`config.mk`:
```
export PLATFORM = sky130hd
export DESIGN_NAME = clkstat_regs
export DESIGN_NICKNAME = d
export VERILOG_FILES = /design/src/rtl/clkstat_pkg.sv /design/src/rtl/clkstat_chg.sv /design/src/rtl/clkstat_flags.sv /design/src/rtl/clkstat_irqen.sv /design/src/rtl/clkstat_regs.sv
export SDC_FILE = /design/constraint.sdc
export NUM_CORES = 1
export LEC_CHECK = 0
export BUFFER_PORTS_ARGS = -buffer_cell sky130_fd_sc_hd__buf_2
export CAP_MARGIN = 10
export CELL_PAD_IN_SITES_DETAIL_PLACEMENT = 1
export CELL_PAD_IN_SITES_GLOBAL_PLACEMENT = 1
export CORE_UTILIZATION = 36
export CTS_BUF_LIST = sky130_fd_sc_hd__clkbuf_8
export DETAILED_ROUTE_END_ITERATION = 10
export HOLD_SLACK_MARGIN = 0.02
export PLACE_DENSITY = 0.85
export SYNTH_ARGS = -nofsm -noshare
export SYNTH_HDL_FRONTEND = slang
export SYNTH_SLANG_ARGS = --single-unit
```
`constraint.sdc`:
```
create_clock -name clk -period 1.3 [get_ports clk]
set_input_delay 0.065 -clock clk [delete_from_list [all_inputs] [get_ports clk]]
set_output_delay 0.065 -clock clk [all_outputs]
set_load 0.02 [all_outputs]
```
`src/rtl/clkstat_pkg.sv`:
```
`timescale 1ns/1ps
// Package: bit positions and masks shared by the status register blocks.
// Assumes an 8-bit register width; positions are fixed by the software view.
package clkstat_pkg;
    localparam int REG_W  = 8;
    localparam int B_TMR  = 7;
    localparam int B_POR  = 6;
    localparam int B_LVR  = 5;
    localparam int B_LCHG = 4;
    localparam int B_LOCK = 3;
    localparam int B_ILA  = 2;
    localparam int B_MCHG = 1;
    localparam int B_MODE = 0;
    localparam logic [REG_W-1:0] W1C_MASK = 8'hF6;
    localparam logic [REG_W-1:0] IRQ_MASK = 8'h92;
endpackage

```
`src/rtl/clkstat_chg.sv`:
```
`timescale 1ns/1ps
// Module: registers one live status bit and keeps a sticky change flag.
// The flag sets when the input differs from the registered copy; a write-1
// clear loses against a simultaneous change. Assumes live_i is synchronous.
module clkstat_chg (
    input  logic clk,
    input  logic rst_n,
    input  logic live_i,
    input  logic clr_i,
    output logic stat_o,
    output logic flag_o
);
    logic stat_q;
    logic flag_q;

    // Track the live bit and latch any change of it.
    always_ff @(posedge clk) begin
        if (!rst_n) begin
            stat_q <= live_i;
            flag_q <= 1'b0;
        end else begin
            stat_q <= live_i;
            flag_q <= (live_i != stat_q) | (flag_q & ~clr_i);
        end
    end

    assign stat_o = stat_q;
    assign flag_o = flag_q;

    // R4 (and R5 for the mode instance): every status change leaves the flag set.
    assert_edge_sets_R4: assert property (@(posedge clk) disable iff (!rst_n)
        ($past(rst_n) && (stat_q != $past(stat_q))) |-> flag_q);
endmodule

```
`src/rtl/clkstat_flags.sv`:
```
`timescale 1ns/1ps
// Module: the 8-bit flag register. Holds the timer flag, the reset-cause
// flags and two change detectors. clr_i is an already decoded write-1 mask.
// Assumes all inputs are synchronous to clk.
module clkstat_flags
    import clkstat_pkg::*;
(
    input  logic             clk,
    input  logic             rst_n,
    input  logic             tick_i,
    input  logic             lock_i,
    input  logic             scm_i,
    input  logic             por_i,
    input  logic             lvr_i,
    input  logic             ila_i,
    input  logic [REG_W-1:0] clr_i,
    output logic [REG_W-1:0] flags_o
);
    localparam int NCHG = 2;

    logic            tmr_q, por_q, lvr_q, ila_q;
    logic [NCHG-1:0] live, chg_clr, chg_stat, chg_flag;

    // Index 1 carries lock (masked by self-clock mode), index 0 the mode bit.
    assign live    = {lock_i & ~scm_i, scm_i};
    assign chg_clr = {clr_i[B_LCHG], clr_i[B_MCHG]};

    genvar g;
    generate
        for (g = 0; g < NCHG; g++) begin : g_chg
            clkstat_chg u_chg (
                .clk    (clk),
                .rst_n  (rst_n),
                .live_i (live[g]),
                .clr_i  (chg_clr[g]),
                .stat_o (chg_stat[g]),
                .flag_o (chg_flag[g])
            );
        end
    endgenerate

    // Timer flag: set on tick, write-1 clear, set wins.
    always_ff @(posedge clk) begin
        if (!rst_n) tmr_q <= 1'b0;
        else        tmr_q <= tick_i | (tmr_q & ~clr_i[B_TMR]);
    end

    // Reset-cause flags: captured during reset, only cleared afterwards.
    always_ff @(posedge clk) begin
        if (!rst_n) begin
            por_q <= por_i;
            lvr_q <= lvr_i;
            ila_q <= ila_i;
        end else begin
            por_q <= por_q & ~clr_i[B_POR];
            lvr_q <= lvr_q & ~clr_i[B_LVR];
            ila_q <= ila_q & ~clr_i[B_ILA];
        end
    end

    assign flags_o = {tmr_q, por_q, lvr_q, chg_flag[1], chg_stat[1],
                      ila_q, chg_flag[0], chg_stat[0]};

    assert_set_wins_R10: assert property (@(posedge clk) disable iff (!rst_n)
        tick_i |=> flags_o[B_TMR]);
    assert_w1c_R2: assert property (@(posedge clk) disable iff (!rst_n)
        (clr_i[B_TMR] && !tick_i) |=> !flags_o[B_TMR]);
    assert_lock_masked_R6: assert property (@(posedge clk) disable iff (!rst_n)
        flags_o[B_MODE] |-> !flags_o[B_LOCK]);
    assert_cause_hold_R7: assert property (@(posedge clk) disable iff (!rst_n)
        $past(rst_n) |-> !$rose(por_q) && !$rose(lvr_q) && !$rose(ila_q));
endmodule

```
`src/rtl/clkstat_irqen.sv`:
```
`timescale 1ns/1ps
// Module: interrupt-enable register and registered combined request.
// Only the enable bit positions in IRQ_MASK are stored; the rest read 0.
module clkstat_irqen
    import clkstat_pkg::*;
(
    input  logic             clk,
    input  logic             rst_n,
    input  logic             wr_i,
    input  logic [REG_W-1:0] wdata_i,
    input  logic [REG_W-1:0] flags_i,
    output logic [REG_W-1:0] en_o,
    output logic             irq_o
);
    logic [REG_W-1:0] en_q;
    logic             irq_q;

    // Enable register: keep only implemented enable bits.
    always_ff @(posedge clk) begin
        if (!rst_n)    en_q <= '0;
        else if (wr_i) en_q <= wdata_i & IRQ_MASK;
    end

    // Combined request, registered once.
    always_ff @(posedge clk) begin
        if (!rst_n) irq_q <= 1'b0;
        else        irq_q <= |(flags_i & en_q & IRQ_MASK);
    end

    assign en_o  = en_q;
    assign irq_o = irq_q;

    assert_no_irq_wo_en_R9: assert property (@(posedge clk) disable iff (!rst_n)
        (en_q == '0) |=> !irq_o);
    assert_no_cause_irq_R9: assert property (@(posedge clk) disable iff (!rst_n)
        ((flags_i & IRQ_MASK) == '0) |=> !irq_o);
endmodule

```
`src/rtl/clkstat_regs.sv`:
```
`timescale 1ns/1ps
// Module: top of the clock status register block. Decodes the simple
// synchronous bus into a write-1 clear mask and an enable write, and muxes
// read data from the address. Assumes inputs are synchronous to clk.
module clkstat_regs
    import clkstat_pkg::*;
#(
    parameter int ADDR_W    = 2,
    parameter int FLAG_ADDR = 0,
    parameter int EN_ADDR   = 1
) (
    input  logic              clk,
    input  logic              rst_n,
    input  logic              tick_i,
    input  logic              lock_i,
    input  logic              scm_i,
    input  logic              por_cause_i,
    input  logic              lvr_cause_i,
    input  logic              ila_cause_i,
    input  logic              wr_en_i,
    input  logic [ADDR_W-1:0] addr_i,
    input  logic [REG_W-1:0]  wdata_i,
    output logic [REG_W-1:0]  rdata_o,
    output logic              irq_o
);
    localparam logic [ADDR_W-1:0] A_FLAG = ADDR_W'(FLAG_ADDR);
    localparam logic [ADDR_W-1:0] A_EN   = ADDR_W'(EN_ADDR);

    logic             sel_flag, sel_en;
    logic [REG_W-1:0] clr, flags, en;

    assign sel_flag = (addr_i == A_FLAG);
    assign sel_en   = (addr_i == A_EN);
    assign clr      = (wr_en_i && sel_flag) ? (wdata_i & W1C_MASK) : '0;

    clkstat_flags u_flags (
        .clk     (clk),
        .rst_n   (rst_n),
        .tick_i  (tick_i),
        .lock_i  (lock_i),
        .scm_i   (scm_i),
        .por_i   (por_cause_i),
        .lvr_i   (lvr_cause_i),
        .ila_i   (ila_cause_i),
        .clr_i   (clr),
        .flags_o (flags)
    );

    clkstat_irqen u_irqen (
        .clk     (clk),
        .rst_n   (rst_n),
        .wr_i    (wr_en_i && sel_en),
        .wdata_i (wdata_i),
        .flags_i (flags),
        .en_o    (en),
        .irq_o   (irq_o)
    );

    // Read mux: flag register, enable register, else zero.
    always_comb begin
        if (sel_flag)    rdata_o = flags;
        else if (sel_en) rdata_o = en;
        else             rdata_o = '0;
    end

    assert_rsvd_zero_R8: assert property (@(posedge clk) disable iff (!rst_n)
        sel_en |-> ((rdata_o & ~IRQ_MASK) == '0));
endmodule

```
### Word-level counts from Yosys, hierarchy flattened

Cells that the tools add are included.

| cells by class | value |
|---|---|
| equal/unequal tests | 3 |
| mux-type cells | 6 |
| bitwise gates (word level) | 18 |
| reductions and logical operators | 4 |

Operators with widths:

| cell | count |
|---|---|
| $mux W8 | 3 |
| $and A8 B8 Y8 | 1 |
| $and A1 B1 Y1 | 7 |
| $not A1 Y1 | 7 |
| $mux W1 | 3 |
| $or A1 B1 Y1 | 3 |
| $reduce_or A3 Y1 | 1 |
| $eq A2 B1 Y1 const B | 1 |
| $logic_and A1 B1 Y1 | 2 |
| $logic_not A2 Y1 | 1 |
| $ne A1 B1 Y1 | 2 |

| storage, ports and cells | value |
|---|---|
| register bits after elaboration | 12 |
| output and inout bits | 9 |
| logic and storage cells | 41 |

### Depth between registers and ports, before layout

Gate-level depths: netlist (run 1).

| logic depth | value |
|---|---|
| word-level depth | 6 |
| depth in mapped cells | 4 |
| gate-level depth less buffers | 2 |

### Cells and area by module

A second synthesis (run 1) with hierarchy kept.

| unflattened totals | value |
|---|---|
| cells, all modules | 75 |
| area total of the unflattened synthesis | 684.4 um2 |

Modules (own cells, without submodules):

| module | times used | cells an instance | area an instance (um2) | sequential area each (um2) |
|---|---|---|---|---|
| clkstat_regs | 1 | 27 | 198.9 | 0.0 |
| clkstat_irqen | 1 | 18 | 186.4 | 80.1 |
| clkstat_flags | 1 | 20 | 173.9 | 80.1 |
| clkstat_chg | 2 | 5 | 62.6 | 40.0 |

### Worst setup path before layout (run 1)

Ideal clock, no wire load.

| timing | value |
|---|---|
| path kind | reg2reg |
| start point | register u_flags.g_chg[0].u_chg.flag_q |
| end point | register u_irqen.irq_q (netlist: u_irqen.irq_o) |
| data arrival time | 668 ps |
| required time | 1175 ps |
| setup slack | 506 ps |
| stages on the path, launching flop included | 3 |
| period minus slack after synthesis | 794 ps |
| cell sequence | dfxtp_1 -> a222oi_1 -> nor2b_1 |

| on the way | value |
|---|---|
| cells in the longest elaborated chain, start to end | 2 |

Ends and longest elaborated chain:

| item | line | RTL |
|---|---|---|
| start: declaration | clkstat_chg.sv:14 | `logic flag_q;` |
| start signal: assignment | clkstat_chg.sv:23 | `flag_q <= (live_i != stat_q) \| (flag_q & ~clr_i);` |
| $and A8 B8 Y8 | clkstat_irqen.sv:27 | `else irq_q <= \|(flags_i & en_q & IRQ_MASK);` |
| $reduce_or A3 Y1 | clkstat_irqen.sv:27 |  |
| end signal: assignment | clkstat_irqen.sv:27 |  |
| end: declaration | clkstat_irqen.sv:16 | `logic irq_q;` |

No other way between the ends.
A chain may end at the register's enable or synchronous reset.

### Final worst setup path (run 1)

| timing | value |
|---|---|
| start point | register u_flags.tmr_q |
| end point | output rdata_o[7] |

| on the way | value |
|---|---|
| cells in the longest elaborated chain, start to end | 1 |

Ends and longest elaborated chain:

| item | line | RTL |
|---|---|---|
| start: declaration | clkstat_flags.sv:21 | `logic tmr_q, por_q, lvr_q, ila_q;` |
| start signal: assignment | clkstat_flags.sv:45 | `else tmr_q <= tick_i \| (tmr_q & ~clr_i[B_TMR]);` |
| $mux W8 | clkstat_regs.sv:61 | `if (sel_flag) rdata_o = flags;` |
| end: declaration | clkstat_regs.sv:23 | `output logic [REG_W-1:0] rdata_o,` |

No other way between the ends.

==> results.txt, run 1 <==
Initial antenna violation count: 0. The tools report the startpoint of the tightest hold check path as wdata_i[7]. After Yosys synthesis, and, or, nand and nor cells account for 30.53% of the synthesized area. Counting I/O delays and the setup requirement, the final critical path takes 0.9956 ns.

Global routing used 17.12% of the available tracks. The fraction of the mapped netlist area in compound gates was 9.836%; the peak ir drop on the vdd network was 573.1 uV. The site row count is 14. The violation count after the first detailed-routing iteration was 6; the number of CTS-inserted buffers was 3. For this configuration, the core starts out at a cell density of 39.61%.

For the routed wire length, the log shows 1329 um. After clock tree synthesis, the setup repair step added 0 buffers. Static timing analysis puts the maximum clock frequency at 1004 MHz.

The core region is 0.001541 mm^2. Dominant combinational cell family by area after synthesis: simple AND/OR/NAND/NOR gates. Total standard cell area after synthesis: 610.6 um^2. At the later pin of the worst-skew pair, clock insertion delay measures 0.24 ns. Port buffering added 25 buffers. The floorplan step set the die height to 43.19 um. The run finished with clean final reports. The required time at the worst-slack endpoint came out at 1.24 ns.

Across the routed clock network, the largest skew measured is 0.0006863 ns. For this run, design rule violations remaining after detail routing come to 0. In this run the tightest slew margin relative to its limit is 77.94%. For the count of different cell masters after synthesis, the log shows 20.

The share of post-route cells with drive strength above 1 is 36.67%, and the longest individual stage delay on the worst path is 0.37 ns. The peak fanout along the critical path is 3. Of the post-synthesis cell area, the part taken by muxes is 9.836%.

The post-detailed-route via-to-cell ratio is 5.283, and the horizontal die dimension is 43.19 um. The first global-routing pass estimated 2304 um of wire. The synthesis-stage register bit count came out at 12. The type of the setup path with the least slack is reg2out. The static leakage power came out at 0.3719 nW.

The worst setup path is launched from a flop. The startpoint identified for the worst register-to-register timing path is u_flags.g_chg[0].u_chg.flag_o. The setup slack after placement was 0.3362 ns; the clock tree buffer depth was 2. The first detailed-routing pass took 4 iterations. The critical path starts at u_flags.tmr_q. The cell family contributing the most delay on the critical path is flip-flops.

The routability congestion estimate was 0.6999. The root buffer cell chosen for the clock tree is sky130_fd_sc_hd__clkbuf_8. The area share of fa/ha/maj cells after synthesis is 0%, and the placed wire-length estimate after detailed placement is 984.7 um.

For this design, the slowest cell found on the critical path is sky130_fd_sc_hd__dfxtp_1. The logs give 111 for the number of nets at the end of the flow and 0 for the antenna diode instance count. The signal on the critical path passes through mux2i_1 > nor2_1 > buf_2. The critical path buffer and inverter count was 1; the overall overflow remaining after global route was 0.

Power spread over the standard cell area amounts to 1143 mW/mm^2. Once detail routing completed, the nets flagged for antenna violations numbered 0. The cell count after synthesis came out at 66. Post-CTS resize count: 0.

The total via count after detailed routing is 560. Final-layout setup total negative slack: 0 ns. The total nets after synthesis was 85; the average wire per cell in the routed design was 12.54 um. The run gives 0 as the max-slew violation count. The run gives 0.3044 ns as the final setup slack of the worst path. TritonCTS built the clock tree. The hold violation total from the final report came out at 0.

The transition time at the pin with the least slew margin was 0.3297 ns; the H-tree depth was 1. Kind of path behind the tightest hold check: in2reg. Setup violations remaining at the end of the flow were counted as 0. The number of global-route vias before repair was 546.

The synthesized netlist devotes 1.434% of its cell area to XOR and XNOR gates. The number of maximum-capacitance constraint violations was 0. Sequential cells were found to cover 39.34% of the synthesized design area. Each instance of the synthesized netlist takes up on average 9.251 um^2. Relative to the synthesized area, the layout overhead comes to 25.61%.

Setup repair after global routing left no endpoint under its margin. The number of warnings issued by yosys was 0; the sink count of the clock tree was 12. STA classifies the critical path endpoint as an output port. For the worst setup path, the data arrival time is 0.93 ns. The final worst-path cycle share is 76.58%. Entering global routing, the biggest net connects 20 pins.

The floorplan step defined a die boundary enclosing 0.001865 mm^2. After clock tree synthesis, the clock-pin slew on the worst setup and hold paths is 0.05 ns. The I/O pin total is 28.
cells by family after synthesis:
family,count (synthesis)
and+or+nand+nor,30
DFF,12
buffers and inverters,9
AOI/OAI and AO/OA,8
muxes,6
xor gates and xnor gates,1
routing by layer:
metal / vias up / share of wire (%) / global-route usage, %
li1: 278 / - / -
met1: 259 / 41 / 19.69
met2: 18 / 50 / 27.76
met3: 5 / 7.5 / 8.085
met4: 0 / 1.3 / 5.455
met5: - / 0 / 0
area by class of cell:
type                       count  area, um^2
fill                         203       774.5
multi-input combinational     45       315.3
sequential                    12       240.2
timing repair buffer          26       135.1
clock buffer                   3       41.29
tap                           16       20.02
inverter                       4       15.01
layout by cell type, fill, tap and decap left out, drive strengths merged:
master and instances:
dfxtp 12, nand2 12, and2 5, a222oi 1, clkbuf 3, xor2 1
and4bb 5, dlygate4sd3 1, mux2i 6, o2bb2ai 1, inv 4, and3b 1
nor2b 2, o21ai 1, nor2 4, nand4bb 1, buf 25, o22ai 3
a41oi 1, o221ai 1
Yosys cell counts:
master,number,area share [%]
sky130_fd_sc_hd__dfxtp_1,12,39
sky130_fd_sc_hd__nand2_1,12,7.4
sky130_fd_sc_hd__mux2i_1,6,9.8
sky130_fd_sc_hd__and2_1,5,5.1
sky130_fd_sc_hd__and4bb_2,5,10
sky130_fd_sc_hd__inv_1,4,2.5
sky130_fd_sc_hd__nor2_1,4,2.5
sky130_fd_sc_hd__o22ai_1,3,3.1
sky130_fd_sc_hd__buf_2,2,1.6
sky130_fd_sc_hd__buf_6,2,3.7
sky130_fd_sc_hd__nor2b_1,2,2.0
sky130_fd_sc_hd__a222oi_1,1,1.6
sky130_fd_sc_hd__a41oi_1,1,1.4
sky130_fd_sc_hd__and3b_1,1,1.4
sky130_fd_sc_hd__buf_4,1,1.2
sky130_fd_sc_hd__nand4bb_1,1,1.8
sky130_fd_sc_hd__o21ai_0,1,0.82
sky130_fd_sc_hd__o221ai_1,1,1.4
sky130_fd_sc_hd__o2bb2ai_1,1,1.4
sky130_fd_sc_hd__xor2_1,1,1.4
stage by stage:
stage | hold slack (ns) | util (%) | instances | power (mW) | instance area [um^2]
4_1_cts | 0.03940 | 49.76 | 106 | 0.8958 | 767.0
6_report | 0.04263 | 49.76 | 106 | 0.8764 | 767.0
2_1_floorplan | 0.09272 | - | 66 | 0.5046 | 610.6
5_1_grt | 0.05905 | 49.76 | 106 | 0.9252 | 767.0
3_5_place_dp | 0.2226 | 46.43 | 102 | 0.5506 | 715.7
3_3_place_gp | 0.2172 | 46.43 | 102 | 0.5454 | 715.7
registers in the layout, indices dropped and copies added (netlist names):
name,cells
u_flags.por_q,1
u_flags.ila_q,1
u_flags.lvr_q,1
u_irqen.en_o,3
u_flags.g_chg.u_chg.flag_o,2
u_flags.tmr_q,1
u_irqen.irq_o,1
u_flags.g_chg.u_chg.stat_o,2
timing repair:
item,CTS,global route
setup endpoints to repair,0,0
hold buffers,1,0
hold endpoints to repair,1,0
final timing paths:
kind,endpoint,slack (ns),depth (start not counted)
setup / recovery,rdata_o[7],0.30,3
hold / removal,u_flags.tmr_q,0.04,2
setup reg to reg,u_irqen.irq_o,0.45,2
hold reg to reg,u_flags.por_q,0.46,2
power breakdown:
part | leakage, nW | internal (mW) | switching (mW)
combinational | 0.251 | 0.0631 | 0.0691
sequential | 0.0996 | 0.395 | 0.0153
clock | 0.0216 | 0.204 | 0.130
Power figures use the tool's default switching activity.
==> run 2, diff against run 1 <==
--- a/config.mk
+++ b/config.mk
@@ -9,11 +9,11 @@
 export CAP_MARGIN = 10
 export CELL_PAD_IN_SITES_DETAIL_PLACEMENT = 1
 export CELL_PAD_IN_SITES_GLOBAL_PLACEMENT = 1
-export CORE_UTILIZATION = 36
+export CORE_UTILIZATION = 30
 export CTS_BUF_LIST = sky130_fd_sc_hd__clkbuf_8
 export DETAILED_ROUTE_END_ITERATION = 10
 export HOLD_SLACK_MARGIN = 0.02
-export PLACE_DENSITY = 0.85
+export PLACE_DENSITY = 0.76
 export SYNTH_ARGS = -nofsm -noshare
 export SYNTH_HDL_FRONTEND = slang
 export SYNTH_SLANG_ARGS = --single-unit
==> constraint.sdc (replaced) <==
create_clock -name clk -period 0.85 [get_ports clk]
set_input_delay 0.0425 -clock clk [delete_from_list [all_inputs] [get_ports clk]]
set_output_delay 0.0425 -clock clk [all_outputs]
set_load 0.02 [all_outputs]
==> run 2 against run 1 <==
Net effect: the flow now finishes with violations (negative setup slack); hold slack better by 0.0055 ns; wire length grew 36%; setup slack lost 0.56 ns; via count increased by 10%; global-route usage up 1.3 points; sequential share of layout area down 4.8 points; largest power group unchanged.
==> results.txt, run 2 (synthesized netlist as in run 1, its figures left out) <==
The tools report the upper clock frequency limit as 905.7 MHz. The cell area after layout is 954.7 um^2 (was 767.0 um^2), and the average wire per cell in the routed design is 14.42 um (was 12.54 um). Worst-case reg-to-reg path depth: 3 (was 2).

Cell type of the slowest stage on the worst timing path: sky130_fd_sc_hd__dfxtp_2 (was sky130_fd_sc_hd__dfxtp_1). The worst hold slack was 0.04812 ns (was 0.04263 ns); the transition time at the pin with the least slew margin was 0.3138 ns (was 0.3297 ns). The final setup slack of the worst path came out at -0.2541 ns (was 0.3044 ns). The tools report the clock tree root driver cell as sky130_fd_sc_hd__clkbuf_8 (unchanged). Subtracting the final worst setup slack from the clock period gives 1.104 ns. Setup repair after global routing could not meet its margin everywhere. The total via count after detailed routing is 616 (was 560), and the peak ir drop on the vdd network is 1189 uV (was 573.1 uV). The number of CTS-inserted buffers came out at 3 (unchanged).

The die footprint is 0.002220 mm^2 (was 0.001865 mm^2). The H-tree depth was 1 (unchanged). Final worst-path cycle share: 129.9%. The logs give 0 (unchanged) for the remaining antenna violation count and 28 (unchanged) for the I/O pin total.

The peak fanout along the critical path is 2 (was 3). The placed wire-length estimate after detailed placement was 1137 um (was 984.7 um). The most common cell after layout, fill and taps aside is sky130_fd_sc_hd__buf_2 (unchanged).

The type of the setup path with the least slack was reg2out (unchanged). The sink count of the clock tree is 12 (unchanged). Top library cells by usage in the layout, fill and taps aside: sky130_fd_sc_hd__buf_2 (17), sky130_fd_sc_hd__nand2_1 (12), sky130_fd_sc_hd__dfxtp_2 (10) (was sky130_fd_sc_hd__buf_2 (25), sky130_fd_sc_hd__nand2_1 (12), sky130_fd_sc_hd__dfxtp_1 (12)). The horizontal die dimension is 47.12 um (was 43.19 um).

The tightest slew margin relative to the limit came out at 79.08% (was 77.94%). The final reports fail on negative setup slack. The critical path endpoint category was an output port (unchanged).

The tools report the clock latency at the later pin of the worst-skew pair as 0.24 ns (about the same). The startpoint of the most critical register-to-register path was u_irqen.en_o[4] (was u_flags.g_chg[0].u_chg.flag_o). The critical path buffer and inverter count works out to 2 (was 1). Number of search-and-repair iterations in the first detailed-routing pass: 4 (unchanged).

The run finished, with violations left. Layout overhead on the synthesized area: 56.35% (was 25.61%). Start point of the critical path: u_flags.g_chg[0].u_chg.flag_o (was u_flags.tmr_q). For the routability congestion estimate, the log shows 0.6995 (was 0.6999). The run gives 0 (unchanged) as the hold violation total from the final report. For the global-route wire length before repair, the log shows 2746 um (was 2304 um). The kind of cell adding the most delay to the critical path was flip-flops (unchanged). The final setup skew was 0.0002981 ns (was 0.0006863 ns). End of the worst register-to-register path: u_irqen.irq_o (unchanged). The placed standard-cell area is 749.5 um^2 (was 715.7 um^2), and the setup slack of the worst register-to-register path is 0.01 ns (was 0.45 ns). The run gives 2 (unchanged) as the clock tree buffer depth. The share of post-route cells with drive strength above 1 was 59.00% (was 36.67%); the total setup violations reported at the end of the flow was 7 (was 0). The overall overflow remaining after global route was 0 (unchanged). The run gives 0 (unchanged) as the total DRC errors in the routed layout. The tools report the startpoint class of the critical path as a flop (unchanged). The logs give 18.38% (was 17.12%) for the combined global-route utilization of all metal layers and 0.81 ns (was 1.24 ns) for the required time at the worst-slack endpoint.

The core area is 0.001821 mm^2 (was 0.001541 mm^2), and the routed wire length is 1803 um (was 1329 um). The initial core utilization is 33.54% (was 39.61%). List of cells traversed by the critical path: buf_6 > mux2i_2 > nor2_1 > buf_4 (was mux2i_1 > nor2_1 > buf_2). The tools report the initial antenna violation count as 0 (unchanged). The antenna diode instance count is 0 (unchanged), and the post-CTS clock slew at the launch and capture registers of the worst setup and hold paths is 0.06 ns (was 0.05 ns). Startpoint of the tightest hold check path: por_cause_i (was wdata_i[7]).

The longest individual stage delay on the worst path works out to 0.32 ns (was 0.37 ns). The post-detailed-route via-to-cell ratio works out to 4.928 (was 5.283). TritonCTS built the clock tree. The tools report the number of placed instances with taps included as 114 (was 102). The height of the die came out at 47.12 um (was 43.19 um). The maximum number of pins on one net before global-route repair came out at 20 (unchanged).

The instance count on the critical path works out to 4 (was 3). The destination of the critical timing path was rdata_o[1] (was rdata_o[7]). The number of nets at the end of the flow is 120 (was 111). For the violation count after the first detailed-routing iteration, the log shows 25 (was 6). The count of non-filler cells in the finished layout is 125 (was 106). The tools report the site row count as 15 (was 14). The number of maximum-capacitance constraint violations came out at 0 (unchanged).

The flip-flop count of the largest register, all copies and words added is 3 (unchanged), and the static leakage power is 0.4379 nW (was 0.3719 nW). The tools report the number of global-route vias before repair as 613 (was 546). The number of buffers inserted by port buffering is 25 (unchanged). The max-slew violation count is 0 (unchanged).

The final-layout setup total negative slack is -0.5612 ns (was 0 ns), and the worst path arrival time is 1.06 ns (was 0.93 ns). The number of fill cells is 222 (was 203), and the power density normalized to cell area is 1653 mW/mm^2 (was 1143 mW/mm^2). The kind of path behind the tightest hold check was in2reg (unchanged).
run 2: timing repair:
item	in CTS	in global routing
buffers inserted	3	1
setup endpoints to repair	8	10
hold buffers	3	0
endpoints found under the hold margin	2	0
gates resized for setup	27	7
pin swaps	1	3
run 2: power by group:
part	switching, mW	internal [mW]	total (mW)
logic	0.135	0.164	0.299
registers	0.0281	0.611	0.639
clock network	0.229	0.410	0.639
run 2: worst min-delay path by stage:
| stage | endpoint | slack (ns) | cells after the start |
|---|---|---|---|
| after global placement | u_flags.g_chg[0].u_chg.stat_o | 0.20 | 1 |
| after CTS | u_flags.por_q | 0.04 | 3 |
| after floorplan | u_flags.g_chg[0].u_chg.stat_o | 0.07 | 0 |
| final | u_flags.por_q | 0.05 | 3 |
| after global routing | u_flags.lvr_q | 0.06 | 3 |
| after detailed placement | u_flags.g_chg[0].u_chg.stat_o | 0.21 | 1 |
run 2: layout make-up:
cell class | count | area [um^2] | share of cell area (%)
clock buffers | 4 | 55.05 | 5.767
well taps | 25 | 31.28 | 3.277
flip-flops and latches | 12 | 252.7 | 26.47
repair buffers | 35 | 257.7 | 27.00
inverters | 4 | 15.01 | 1.573
multi-input cells | 45 | 342.8 | 35.91
run 2: worst reg2reg max path, stage by stage (launching register included):
cell                       delay (ns)
sky130_fd_sc_hd__dfxtp_2         0.33
sky130_fd_sc_hd__buf_6           0.11
sky130_fd_sc_hd__a222oi_1        0.20
sky130_fd_sc_hd__nor2b_1         0.08
run 2: stage by stage:
stage	util, %	setup WS [ns]	total power, mW
floorplan	-	0.05631	0.7718
global placement	41.17	0.02469	0.8513
detailed placement	41.17	0.007697	0.8634
CTS	50.58	-0.2462	1.555
global route	52.44	-0.2858	1.642
finish	52.44	-0.2541	1.578
run 2: per-layer routing:
layer	global-route usage [%]	vias up	routed length, um	part of all wire [%]
li1	-	297	-	-
met1	21.31	298	713	40
met2	33.33	17	979	54
met3	3.462	4	89	4.9
met4	6.857	0	21	1.2
met5	0	-	0	0
==> run 3, diff against run 2 <==
--- a/config.mk
+++ b/config.mk
@@ -9,11 +9,11 @@
 export CAP_MARGIN = 10
 export CELL_PAD_IN_SITES_DETAIL_PLACEMENT = 1
 export CELL_PAD_IN_SITES_GLOBAL_PLACEMENT = 1
-export CORE_UTILIZATION = 30
+export CORE_UTILIZATION = 35
 export CTS_BUF_LIST = sky130_fd_sc_hd__clkbuf_8
 export DETAILED_ROUTE_END_ITERATION = 10
 export HOLD_SLACK_MARGIN = 0.02
-export PLACE_DENSITY = 0.76
+export PLACE_DENSITY = 0.83
 export SYNTH_ARGS = -nofsm -noshare
 export SYNTH_HDL_FRONTEND = slang
 export SYNTH_SLANG_ARGS = --single-unit
==> constraint.sdc (replaced) <==
create_clock -name clk -period 1.4 [get_ports clk]
set_input_delay 0.07 -clock clk [delete_from_list [all_inputs] [get_ports clk]]
set_output_delay 0.07 -clock clk [all_outputs]
set_load 0.02 [all_outputs]
==> run 3 against run 2 <==
Net effect: the flow finishes with violations (design-rule violations); setup slack gained 0.65 ns; sequential cell count unchanged; die area fell by 14%; hold slack gained 0.010 ns; largest power group unchanged; wire length decreased by 22%.
==> results.txt, run 3 (synthesized netlist as in run 1, its figures left out) <==
The run finished, with violations left. Failing checks: design-rule violations (was negative setup slack). The routed design could run at a clock period as short as 1.005 ns. The upper clock frequency limit was 995.5 MHz; the initial antenna violation count was 0 (unchanged).

The number of global-route vias before repair was 492 (was 613); the number of CTS-inserted buffers was 3 (unchanged). Startpoint of the most critical register-to-register path: u_flags.g_chg[0].u_chg.flag_o (was u_irqen.en_o[4]). For the routed wire length, the log shows 1410 um (was 1803 um). The tools report the total via count after detailed routing as 558 (was 616).

TritonCTS built the clock tree. The share of post-route cells with drive strength above 1 is 37.36% (was 59.00%). The transition time at the pin with the least slew margin is 0.3303 ns (was 0.3138 ns). The global-route wire length before repair was 2173 um (was 2746 um). The tools report the site row count as 14 (was 15). The combined global-route utilization of all metal layers is 15.86% (was 18.38%). The final worst-path cycle share was 71.75%; the power density normalized to cell area was 1132 mW/mm^2 (was 1653 mW/mm^2). For the violation count after the first detailed-routing iteration, the log shows 3 (was 25). List of cells traversed by the critical path: mux2i_1 > nor2_1 > buf_2 (was buf_6 > mux2i_2 > nor2_1 > buf_4). The tools report the remaining antenna violation count as 0 (unchanged). End of the worst register-to-register path: u_irqen.irq_o (unchanged). The logs give 0.6625 (was 0.6995) for the routability congestion estimate and 0.001559 mm^2 (was 0.001821 mm^2) for the core area.

The layout overhead on the synthesized area is 27.87% (was 56.35%). The final setup skew was 0.0003213 ns (was 0.0002981 ns). The post-CTS clock slew at the launch and capture registers of the worst setup and hold paths works out to 0.05 ns (was 0.06 ns).

Required time at the worst-slack endpoint: 1.33 ns (was 0.81 ns). Overall overflow remaining after global route: 0 (unchanged). The run gives 0 (unchanged) as the antenna diode instance count. The sink count of the clock tree was 12 (unchanged); the critical path buffer and inverter count was 1 (was 2). The die footprint is 0.001915 mm^2 (was 0.002220 mm^2), and the setup slack of the worst register-to-register path is 0.55 ns (was 0.01 ns). The I/O pin total was 28 (unchanged). Startpoint class of the critical path: a flop (unchanged). The placed wire-length estimate after detailed placement is 1042 um (was 1137 um), and the worst-case reg-to-reg path depth is 2 (was 3).

Top library cells by usage in the layout, fill and taps aside: sky130_fd_sc_hd__buf_2 (25), sky130_fd_sc_hd__nand2_1 (12), sky130_fd_sc_hd__dfxtp_1 (12) (was sky130_fd_sc_hd__buf_2 (17), sky130_fd_sc_hd__nand2_1 (12), sky130_fd_sc_hd__dfxtp_2 (10)). The startpoint of the tightest hold check path was wdata_i[7] (was por_cause_i). The post-CTS resize count was 0 (was 27); the initial core utilization was 39.17% (was 33.54%). The static leakage power was 0.3791 nW (was 0.4379 nW); the maximum number of pins on one net before global-route repair was 20 (unchanged). The depth of the worst hold-timing path is 2 (was 3), and the flip-flop count of the largest register, all copies and words added is 3 (unchanged).

The logs give 111 (was 120) for the number of nets at the end of the flow and 2 (was 0) for the total DRC errors in the routed layout. The peak fanout along the critical path came out at 3 (was 2). The height of the die came out at 43.77 um (was 47.12 um). Post-detailed-route via-to-cell ratio: 5.215 (was 4.928). The hold-critical path endpoint was u_flags.tmr_q (was u_flags.por_q).

The kind of cell adding the most delay to the critical path is flip-flops (unchanged). The peak ir drop on the vdd network is 756.1 uV (was 1189 uV). The clock tree buffer depth was 2 (unchanged); the number of buffers inserted by port buffering was 25 (unchanged). Horizontal die dimension: 43.77 um (was 47.12 um).

The number of search-and-repair iterations in the first detailed-routing pass is 8 (was 4). The critical path endpoint category is an output port (unchanged). The tools report the final-layout setup total negative slack as 0 ns (was -0.5612 ns). The clock tree root driver cell is sky130_fd_sc_hd__clkbuf_8 (unchanged). Kind of path behind the tightest hold check: in2reg (unchanged). The tightest slew margin relative to the limit was 77.90% (was 79.08%). The type of the setup path with the least slack is reg2out (unchanged). The tools report the overall power of the completed layout as 0.8837 mW (was 1.578 mW). The number of maximum-capacitance constraint violations is 0 (unchanged).

The tools report the worst path arrival time as 0.93 ns (was 1.06 ns). Setup repair after global routing left no endpoint under its margin. The total setup violations reported at the end of the flow is 0 (was 7). The clock latency at the later pin of the worst-skew pair came out at 0.24 ns (about the same). The cell type of the slowest stage on the worst timing path was sky130_fd_sc_hd__dfxtp_1 (was sky130_fd_sc_hd__dfxtp_2). The logs give 0 (unchanged) for the hold violation total from the final report and 1 (unchanged) for the H-tree depth. Average wire per cell in the routed design: 13.18 um (was 14.42 um). The most common cell after layout, fill and taps aside was sky130_fd_sc_hd__buf_2 (unchanged). The max-slew violation count is 0 (unchanged), and the longest individual stage delay on the worst path is 0.37 ns (was 0.32 ns).
-- run 3: how the worst max path moves through the flow --
stage / start / to / slack (ns) / cells past startpoint
after detailed placement: addr_i[0] / rdata_o[2] / 0.42 / 4
final: u_flags.tmr_q / rdata_o[7] / 0.40 / 3
after global routing: u_flags.g_chg[0].u_chg.flag_o / rdata_o[1] / 0.34 / 3
after floorplan: u_flags.g_chg[0].u_chg.flag_o / u_irqen.irq_o / 0.61 / 2
after global placement: addr_i[0] / rdata_o[5] / 0.42 / 4
after CTS: u_flags.tmr_q / rdata_o[7] / 0.38 / 3
-- run 3: layer usage --
layer / track usage [%] / part of all wire (%) / vias to the layer above
met5: 0 / 0 / -
met4: 7.500 / 1.3 / 0
met3: 4.167 / 5.1 / 2
met2: 26.27 / 47 / 14
met1: 18.97 / 47 / 262
li1: - / - / 280
-- run 3: area by class of cell --
cell class	count	area (um^2)
Tap cell	16	20.02
Timing Repair Buffer	26	135.1
Sequential cell	12	240.2
Multi-Input combinational cell	45	315.3
Inverter	4	15.01
Clock buffer	4	55.05
Fill cell	201	778.2
-- run 3: what timing repair did --
action	in CTS	in global routing
endpoints found under the hold margin	1	0
hold buffers	1	0
buffers inserted	0	0
-- run 3: power breakdown --
group	total (mW)	switching (mW)	internal [mW]	leakage, nW
Combinational	0.123	0.0648	0.0586	0.251
Sequential	0.382	0.0156	0.366	0.0996
Clock	0.378	0.130	0.248	0.0288
Total	0.884	0.210	0.673	0.379
-- run 3: metrics by stage --
| step | setup WS, ns | instance area (um^2) | cells | util (%) | hold slack [ns] |
|---|---|---|---|---|---|
| detailed placement | 0.4233 | 715.7 | 102 | 45.91 | 0.2315 |
| global route | 0.3384 | 780.7 | 107 | 50.08 | 0.08717 |
| finish | 0.3955 | 780.7 | 107 | 50.08 | 0.05861 |
| floorplan | 0.6063 | 610.6 | 66 | - | 0.09772 |
| CTS | 0.3817 | 780.7 | 107 | 50.08 | 0.05919 |
| global placement | 0.4165 | 715.7 | 102 | 45.91 | 0.2228 |
